==> src/rtl/i2c_pkt_rx_pkg.sv <==
package i2c_pkt_rx_pkg;
  typedef enum logic [1:0] {
    ST_IDLE,
    ST_SHIFT,
    ST_ACK,
    ST_SKIP
  } rx_state_e;

  localparam int unsigned NUM_BANKS = 2;
endpackage

==> src/rtl/i2c_line_sync.sv <==
module i2c_line_sync (
  input  logic clk_i,
  input  logic rst_ni,
  input  logic scl_i,
  input  logic sda_i,
  output logic sda_o,
  output logic scl_rise_o,
  output logic scl_fall_o,
  output logic start_o,
  output logic stop_o
);
  logic [1:0] raw;
  logic [1:0] lvl;
  logic [1:0] lvl_q;

  assign raw = {sda_i, scl_i};

  for (genvar g = 0; g < 2; g++) begin : g_line
    logic s1, s2, s3;
    always_ff @(posedge clk_i or negedge rst_ni) begin
      if (!rst_ni) begin
        s1 <= 1'b1;
        s2 <= 1'b1;
        s3 <= 1'b1;
      end else begin
        s1 <= raw[g];
        s2 <= s1;
        s3 <= s2;
      end
    end
    assign lvl[g]   = s2;
    assign lvl_q[g] = s3;
  end

  assign sda_o      = lvl[1];
  assign scl_rise_o = lvl[0] & ~lvl_q[0];
  assign scl_fall_o = ~lvl[0] & lvl_q[0];
  assign start_o    = lvl[0] & lvl_q[0] & lvl_q[1] & ~lvl[1];
  assign stop_o     = lvl[0] & lvl_q[0] & ~lvl_q[1] & lvl[1];
endmodule

==> src/rtl/i2c_rx_fsm.sv <==
module i2c_rx_fsm
  import i2c_pkt_rx_pkg::*;
(
  input  logic       clk_i,
  input  logic       rst_ni,
  input  logic [6:0] addr_i,
  input  logic       sda_i,
  input  logic       scl_rise_i,
  input  logic       scl_fall_i,
  input  logic       start_i,
  input  logic       stop_i,
  input  logic       wr_full_i,
  input  logic       wr_busy_i,
  output logic       sda_oe_o,
  output logic       wr_en_o,
  output logic [7:0] wr_data_o,
  output logic       pkt_end_o
);
  rx_state_e  state_q;
  logic       is_addr_q;
  logic       sel_q;
  logic [3:0] bit_cnt_q;
  logic [7:0] shreg_q;
  logic       oe_q;
  logic       byte_done;
  logic       addr_ok;

  assign byte_done = (state_q == ST_SHIFT) && scl_fall_i && (bit_cnt_q == 4'd8);
  assign addr_ok   = (shreg_q[7:1] == addr_i) && !shreg_q[0] && !wr_busy_i;
  assign wr_en_o   = byte_done && !is_addr_q && sel_q && !wr_full_i && !start_i && !stop_i;
  assign wr_data_o = shreg_q;
  assign pkt_end_o = (start_i || stop_i) && sel_q;
  assign sda_oe_o  = oe_q;

  always_ff @(posedge clk_i or negedge rst_ni) begin
    if (!rst_ni) begin
      state_q   <= ST_IDLE;
      is_addr_q <= 1'b1;
      sel_q     <= 1'b0;
      bit_cnt_q <= '0;
      shreg_q   <= '0;
      oe_q      <= 1'b0;
    end else if (start_i) begin
      state_q   <= ST_SHIFT;
      is_addr_q <= 1'b1;
      sel_q     <= 1'b0;
      bit_cnt_q <= '0;
      oe_q      <= 1'b0;
    end else if (stop_i) begin
      state_q <= ST_IDLE;
      sel_q   <= 1'b0;
      oe_q    <= 1'b0;
    end else begin
      case (state_q)
        ST_SHIFT: begin
          if (scl_rise_i && bit_cnt_q < 4'd8) begin
            shreg_q   <= {shreg_q[6:0], sda_i};
            bit_cnt_q <= bit_cnt_q + 4'd1;
          end else if (byte_done) begin
            state_q <= ST_ACK;
            if (is_addr_q) begin
              oe_q  <= addr_ok;
              sel_q <= addr_ok;
            end else begin
              oe_q <= !wr_full_i;
            end
          end
        end
        ST_ACK: begin
          if (scl_fall_i) begin
            oe_q      <= 1'b0;
            bit_cnt_q <= '0;
            is_addr_q <= 1'b0;
            state_q   <= sel_q ? ST_SHIFT : ST_SKIP;
          end
        end
        default: ;
      endcase
    end
  end
endmodule

==> src/rtl/i2c_pkt_dbuf.sv <==
module i2c_pkt_dbuf #(
  parameter int unsigned DEPTH = 16,
  parameter int unsigned IW    = $clog2(DEPTH),
  parameter int unsigned LW    = $clog2(DEPTH + 1)
) (
  input  logic          clk_i,
  input  logic          rst_ni,
  input  logic          wr_en_i,
  input  logic [7:0]    wr_data_i,
  input  logic          pkt_end_i,
  input  logic          pkt_ready_i,
  input  logic [IW-1:0] rd_idx_i,
  output logic          wr_full_o,
  output logic          wr_busy_o,
  output logic [LW-1:0] wr_cnt_o,
  output logic          pkt_valid_o,
  output logic [LW-1:0] pkt_len_o,
  output logic [7:0]    rd_data_o
);
  import i2c_pkt_rx_pkg::NUM_BANKS;

  logic [LW-1:0] cnt_q;
  logic          wr_sel_q;
  logic          rd_sel_q;
  logic [1:0]    busy_q;
  logic [LW-1:0] len_q [NUM_BANKS];
  logic [7:0]    bank_rd [NUM_BANKS];
  logic          release_pkt;

  assign release_pkt = pkt_ready_i && busy_q[rd_sel_q];

  for (genvar b = 0; b < NUM_BANKS; b++) begin : g_bank
    logic [7:0] mem [DEPTH];
    always_ff @(posedge clk_i) begin
      if (wr_en_i && (wr_sel_q == 1'(b)))
        mem[cnt_q[IW-1:0]] <= wr_data_i;
    end
    assign bank_rd[b] = mem[rd_idx_i];
  end

  always_ff @(posedge clk_i or negedge rst_ni) begin
    if (!rst_ni) begin
      cnt_q    <= '0;
      wr_sel_q <= 1'b0;
      rd_sel_q <= 1'b0;
      busy_q   <= '0;
      len_q[0] <= '0;
      len_q[1] <= '0;
    end else begin
      if (pkt_end_i && cnt_q != '0) begin
        busy_q[wr_sel_q] <= 1'b1;
        len_q[wr_sel_q]  <= cnt_q;
        wr_sel_q         <= ~wr_sel_q;
        cnt_q            <= '0;
      end else if (wr_en_i) begin
        cnt_q <= cnt_q + 1'b1;
      end
      if (release_pkt) begin
        busy_q[rd_sel_q] <= 1'b0;
        rd_sel_q         <= ~rd_sel_q;
      end
    end
  end

  assign wr_full_o   = (cnt_q == LW'(DEPTH));
  assign wr_busy_o   = busy_q[wr_sel_q];
  assign wr_cnt_o    = cnt_q;
  assign pkt_valid_o = busy_q[rd_sel_q];
  assign pkt_len_o   = len_q[rd_sel_q];
  assign rd_data_o   = bank_rd[rd_sel_q];
endmodule

==> src/rtl/i2c_pkt_rx.sv <==
module i2c_pkt_rx #(
  parameter int unsigned DEPTH = 16,
  localparam int unsigned IW   = $clog2(DEPTH),
  localparam int unsigned LW   = $clog2(DEPTH + 1)
) (
  input  logic          clk_i,
  input  logic          rst_ni,
  input  logic [6:0]    addr_i,
  input  logic          scl_i,
  input  logic          sda_i,
  output logic          sda_oe_o,
  output logic          pkt_valid_o,
  output logic [LW-1:0] pkt_len_o,
  input  logic          pkt_ready_i,
  input  logic [IW-1:0] rd_idx_i,
  output logic [7:0]    rd_data_o
);
  logic          sda_s, scl_rise, scl_fall, start_det, stop_det;
  logic          wr_en, wr_full, wr_busy, pkt_end;
  logic [7:0]    wr_data;
  logic [LW-1:0] wr_cnt;

  i2c_line_sync u_sync (
    .clk_i      (clk_i),
    .rst_ni     (rst_ni),
    .scl_i      (scl_i),
    .sda_i      (sda_i),
    .sda_o      (sda_s),
    .scl_rise_o (scl_rise),
    .scl_fall_o (scl_fall),
    .start_o    (start_det),
    .stop_o     (stop_det)
  );

  i2c_rx_fsm u_fsm (
    .clk_i      (clk_i),
    .rst_ni     (rst_ni),
    .addr_i     (addr_i),
    .sda_i      (sda_s),
    .scl_rise_i (scl_rise),
    .scl_fall_i (scl_fall),
    .start_i    (start_det),
    .stop_i     (stop_det),
    .wr_full_i  (wr_full),
    .wr_busy_i  (wr_busy),
    .sda_oe_o   (sda_oe_o),
    .wr_en_o    (wr_en),
    .wr_data_o  (wr_data),
    .pkt_end_o  (pkt_end)
  );

  i2c_pkt_dbuf #(.DEPTH(DEPTH), .IW(IW), .LW(LW)) u_buf (
    .clk_i       (clk_i),
    .rst_ni      (rst_ni),
    .wr_en_i     (wr_en),
    .wr_data_i   (wr_data),
    .pkt_end_i   (pkt_end),
    .pkt_ready_i (pkt_ready_i),
    .rd_idx_i    (rd_idx_i),
    .wr_full_o   (wr_full),
    .wr_busy_o   (wr_busy),
    .wr_cnt_o    (wr_cnt),
    .pkt_valid_o (pkt_valid_o),
    .pkt_len_o   (pkt_len_o),
    .rd_data_o   (rd_data_o)
  );
endmodule

==> config.mk <==
export PLATFORM = sky130hd
export DESIGN_NAME = i2c_pkt_rx
export DESIGN_NICKNAME = d
export VERILOG_FILES = /design/src/rtl/i2c_pkt_rx_pkg.sv /design/src/rtl/i2c_line_sync.sv /design/src/rtl/i2c_rx_fsm.sv /design/src/rtl/i2c_pkt_dbuf.sv /design/src/rtl/i2c_pkt_rx.sv
export SDC_FILE = /design/constraint.sdc
export NUM_CORES = 1
export LEC_CHECK = 0
export ABC_CLOCK_PERIOD_IN_PS = 3400
export BUFFER_PORTS_ARGS = -buffer_cell sky130_fd_sc_hd__buf_2
export CELL_PAD_IN_SITES_DETAIL_PLACEMENT = 1
export CELL_PAD_IN_SITES_GLOBAL_PLACEMENT = 2
export CORE_MARGIN = 4
export CORE_UTILIZATION = 49
export DETAILED_ROUTE_END_ITERATION = 10
export GPL_TIMING_DRIVEN = 0
export PLACE_DENSITY = 0.83
export SLEW_MARGIN = 0
export SYNTH_ARGS = -nofsm -noshare
export SYNTH_HDL_FRONTEND = slang
export SYNTH_SLANG_ARGS = --single-unit
export TNS_END_PERCENT = 30
==> constraint.sdc <==
create_clock -name clk_i -period 3.4 [get_ports clk_i]
set_clock_uncertainty 0.1 [all_clocks]
set_input_delay 0.34 -clock clk_i [delete_from_list [all_inputs] [get_ports clk_i]]
set_output_delay 0.34 -clock clk_i [all_outputs]
set_load 0.02 [all_outputs]
# Word-level counts from Yosys, hierarchy flattened
# Memories as Yosys holds them, arrays and structs flattened.
# Index checks and enable logic that the tools add are counted.
# word_totals
ff_bits	42
mem_bits_rw	256
in_bits	16
out_inout_bits	15
n_memories	2
# memory_table
name	words	width	rd	rd_ports_with_merged_regs	wr	line_no	source
u_buf.g_bank[0].mem	16	8	1	0	1	i2c_pkt_dbuf.sv:33	logic [7:0] mem [DEPTH];
u_buf.g_bank[1].mem	16	8	1	0	1	i2c_pkt_dbuf.sv:33	
# classes
n_addsub	2
n_lt_le_gt_ge	8
eq_ne	12
muxes	53
n_bitwise	20
reduce_logical	39
# op_table
operator	n
$mux 5	6
$mux 1	25
$mux 8	3
$logic_and 1x1->1	18
$mux 2	8
$mux 4	4
$reduce_and 4->1	4
$reduce_bool 3->1	4
$bwmux 10	1
$ne 4x1->1 const B	2
$not 1->1	8
$pmux 4 s2	1
$and 1x1->1	7
$eq 7x7->1	1
$logic_not 1->1	6
$ne 3x1->1 const B	2
$reduce_bool 2->1	3
$add 5x1->5 const B	1
$demux 5 s1	1
$eq 5x5->1 const B	1
$reduce_bool 5->1	1
$add 4x1->4 const B	1
$eq 4x4->1 const B	1
$ge 2x2->1 const B	2
other kinds (19)	23

# Logic depth before layout (Yosys ltp)
# depth
word_depth	12
mapped_depth	8
mapped_depth_nobuf	6

# By module
# From an unflattened synthesis, not the netlist that was laid out.
# unflattened
cells_unflattened	584
hier_area_um2	11986.5
# modules_own_cells
module	n_inst	cells_per_inst	area_per_inst_um2
i2c_pkt_dbuf	1	484	10799.1
i2c_rx_fsm	1	90	997.2
i2c_line_sync	1	10	190.2

# Worst setup path after synthesis
# No wires, ideal clock.
# synth_path
path_type	register to register
start	register u_sync.g_line[0].s3
end	memory u_buf.g_bank[0].mem[7][0], enable pin
setup_time_ns	0.395
arrival_ns	2.568
required_ns	2.905
slack_ns	0.337
path_stages_with_launch	8
path_buffers	3
path_cell_list	dfstp_2 clkbuf_1 nor4bb_1 and3_1 buf_2 nand2_1 buf_2 nor4_1
# synth_between
elab_chain_cells	11
word_cells_on_any_way	18
classes_between	2 x mux; 6 x bitwise; 10 x reduce/logical
# synth_lines
item	line_no	source
start: declaration	i2c_line_sync.sv:19	logic s1, s2, s3;
start signal: assignment	i2c_line_sync.sv:24	s3 <= 1'b1;
start signal: assignment	i2c_line_sync.sv:28	s3 <= s2;
$and 1x1->1	i2c_line_sync.sv:37	assign scl_fall_o = ~lvl[0] & lvl_q[0];
$logic_and 1x1->1 (2 in series)	i2c_rx_fsm.sv:28	assign byte_done = (state_q == ST_SHIFT) && scl_fall_i && (bit_cnt_q == 4'd8);
$logic_and 1x1->1 (4 in series)	i2c_rx_fsm.sv:30	assign wr_en_o = byte_done && !is_addr_q && sel_q && !wr_full_i && !start_i && !stop_i;
$logic_and 1x1->1 *	i2c_rx_fsm.sv:30	
$logic_and 1x1->1 *	i2c_pkt_dbuf.sv:35	if (wr_en_i && (wr_sel_q == 1'(b)))
$mux 1 *	i2c_pkt_dbuf.sv:35	
$mux 1 (not written as such) *	i2c_pkt_dbuf.sv:36	mem[cnt_q[IW-1:0]] <= wr_data_i;
end: declaration	i2c_pkt_dbuf.sv:33	
# Every way passes the cells marked *; elsewhere a longest branch is shown, timed or not.

# Final worst setup path
# layout_path
start	input port rd_idx_i[2]
end	output port rd_data_o[3]
# layout_between
elab_chain_cells	4
word_cells_on_any_way	5
classes_between	3 x mux; 2 x memory
# layout_lines
item	line_no	source
start: declaration	i2c_pkt_rx.sv:15	input logic [IW-1:0] rd_idx_i,
$mem_v2 16x8	n/a	
$mux 8 (not written as such) * (3 in series)	i2c_pkt_dbuf.sv:70	assign rd_data_o = bank_rd[rd_sel_q];
end: declaration	i2c_pkt_rx.sv:16	output logic [7:0] rd_data_o
# Every way passes the cells marked *; elsewhere a longest branch is shown, timed or not. The select of a mux whose other input is x is not followed.

==> impl_metrics.tcl <==
set metrics [dict create \
    synthFlopType "edfxtp_1" \
    cp-end-kind "primary output" \
    setup_tns_ps 0 \
    synthTopCellsByCount "256 x edfxtp_1, 80 x mux4_2, 35 x dfrtp_1, 33 x mux2_2, 18 x nand2_1" \
    via_per_inst 6.10 \
    num-fill-cells 2101 \
    grt_pass1_wl_um 42500 \
    io_pins 31 \
    globalRouteTotalUtil_pct 21.3 \
    place_inst 965 \
    die_area_mm2 0.0272 \
    final_util_pct 57.9 \
    fmax_mhz 298 \
    die_height_um 165 \
    async_flop_share_pct 14.1 \
    drt_first_pass_iters 5 \
    path_clk_slew_ps 70 \
    clock_latency_ps 550 \
    antenna_cells 0 \
    worst_pin_slew_ps 1350 \
    use_met1_pct 30.9 \
    synth_fp_nets 629 \
    dp_hpwl_um 18300 \
    cts_tree "built" \
    top_usage_layer "met2" \
    synthDistinctLibCells 46 \
    dieWidth_um 165 \
    synth_warnings 0 \
    min_path_type "in2reg" \
    ctsHtreeMaxLevel 1 \
    slew_viol_final 0 \
    period_share_pct 98.7 \
    whs_ps 179 \
    worst-path-buf-inv 3 \
    placed_cell_area_mm2 0.0128 \
    drv_cap 0 \
    gp_congestion 0.820 \
    initial_core_util_pct 49.7 \
    yosysMostFrequentCell "edfxtp_1" \
    placementRows 57 \
    path_cells "clkbuf_1 -> buf_1 -> mux4_2 -> mux4_2 -> mux2_2 -> buf_2" \
    grt_pass1_vias 6553 \
    max-vdd-ir-drop_mv 0.477 \
    cp.required_ps 2960 \
    postSynthCellCount 605 \
    powerDensity_mw_per_mm2 580 \
    path_max_fanout 10 \
    syn2layout_area_growth_pct 16.6 \
    fin_cells 1028 \
    synth_area_per_cell_um2 20.0 \
    antenna_left 0 \
    synth-edff-count 256 \
    arrival_ps 2920 \
    drc 0 \
    vias 6271 \
    post_drt_wl_per_cell_um 27.3 \
    p_total_mw 8.17 \
    relSlewSlack_pct 10.1 \
    path_delay_family "multiplexers" \
    root_buffer "clkbuf_16" \
    drive_above_1_share_pct 36.5 \
    pre_cts_ws_ps -641 \
    fin_nets 705 \
    leakagePower_nw 4.75 \
    antenna_found_initial 1 \
    max_stage_delay_ps 650 \
    grt_remaining_overflow 0 \
    min_period_ps 3360 \
    hold_viol_final 0 \
    path_class "in2out" \
    status "complete, no violations" \
    fin_ws_ps 43.3 \
    ys_seq_area_share_pct 72.4 \
    yosysTopAreaCell "edfxtp_1" \
    clockBufferDepth 3 \
    grt_max_degree 43 \
    syn-cell-area_mm2 0.0121 \
    drt_iter0_markers 698 \
    rsz0062_at_grt "false" \
    finalSetupViolations 0 \
    portBuffers 26 \
    wl_um 28100 \
    critPathSlowestCell "buf_1" \
    cts-buffers-inserted 29 \
    cp-start-kind "primary input" \
    grt_use_met2_pct 34.5 \
    synthTopCellsByArea "edfxtp_1 64%, mux4_2 15%, dfrtp_1 7.2%" \
    core-area_mm2 0.0243 \
    cp_common_cell "mux4_2" \
    finalInstanceArea_mm2 0.0141 \
    synth_seq_cells 298 \
    yosysTopAreaCellShare_pct 63.6 \
    use_met3_pct 3.09 \
    clock-sinks 298 \
]
[power by group]
| group | total [mW] | leakage [nW] | switching [mW] | internal [mW] |
|---|---|---|---|---|
| clock | 3.20 | 0.469 | 1.38 | 1.82 |
| combinational | 0.544 | 1.41 | 0.310 | 0.233 |
| sequential | 4.43 | 2.87 | 0.251 | 4.17 |
| total | 8.17 | 4.75 | 1.94 | 6.23 |
[cell type report]
| type | count | area [um^2] | area share [%] |
|---|---|---|---|
| inverters | 10 | 37.5 | 0.266 |
| plain buffers | 33 | 160 | 1.14 |
| clock buffers | 37 | 828 | 5.88 |
| repair buffers | 45 | 345 | 2.45 |
| clock inverters | 17 | 145 | 1.03 |
| multi-input cells | 264 | 3420 | 24.3 |
| flip-flops and latches | 298 | 8750 | 62.1 |
| well taps | 324 | 405 | 2.88 |
[repair_timing]
item                                    4_1_cts  5_1_grt
endpoints found under the setup margin      136      175
gates resized for setup                      29        3
pin swaps                                    12        0
hold buffers                                  4        0
endpoints found under the hold margin        39        0
buffers inserted                              5        0
[worst paths after layout]
| kind | from | endpoint | slack (ps) | depth (start not counted) |
|---|---|---|---|---|
| setup / recovery | rd_idx_i[2] | rd_data_o[3] | 40 | 6 |
| hold / removal | addr_i[0] | u_fsm.sel_q | 180 | 5 |
| setup reg to reg | u_sync.g_line[0].s3 | u_buf.g_bank[0].mem[6][1] | 190 | 8 |
| hold reg to reg | u_sync.g_line[0].s1 | u_sync.g_line[0].s2 | 260 | 0 |
| max in group asynchronous | rst_ni | u_fsm.wr_data_o[2] | 2180 | 2 |
| min in group asynchronous | rst_ni | u_buf.len_q[9] | 370 | 2 |
[cell usage in the layout (no fill, tap or decap), types with 5 or more instances in the layout]
cell,instances
a21oi_1,11
buf_1,6
buf_12,5
buf_2,31
buf_4,16
clkbuf_1,18
clkbuf_16,31
clkinv_4,5
dfrtp_1,34
dfstp_2,7
edfxtp_1,256
ha_1,8
inv_1,9
mux2_2,33
mux4_2,80
nand2_1,17
nand3_1,11
nand4_1,5
nor2_1,9
nor3_1,5
nor3_4,12
nor4_2,12
o21ai_0,6
xor2_1,8
[flip-flops by register name, summed over array words and instances, names as in the netlist, 2 cells and up]
signal            flops
u_fsm.state_q         2
u_buf.busy_q          2
u_sync.g_line.s3      2
u_sync.g_line.s1      2
u_fsm.wr_data_o       8
u_fsm.bit_cnt_q       4
u_buf.len_q          10
u_buf.wr_cnt_o        5
u_buf.g_bank.mem    256
[worst reg2reg max path, stage by stage, from the launching register on]
cell and delay, ps:
dfstp_2 510, clkbuf_1 280, nor4bb_2 330, and3_1 190
buf_2 210, nand2_2 230, buf_2 370, nor4_2 420
buf_4 260
[cells by family after synthesis]
group | synth area share (%)
AOI/OAI and AO/OA | 1.87
xor gates and xnor gates | 0.652
DFF | 72.4
and+or+nand+nor | 4.40
buffers and inverters | 1.63
adders and majority gates | 0.828
muxes | 18.2
[layer usage]
metal | routed length (um) | vias to the layer above
met5 | 13 | -
met4 | 615 | 2
met3 | 1810 | 45
met2 | 14000 | 255
met1 | 11600 | 3303
li1 | - | 2666
(Power assumes the default switching activity.)
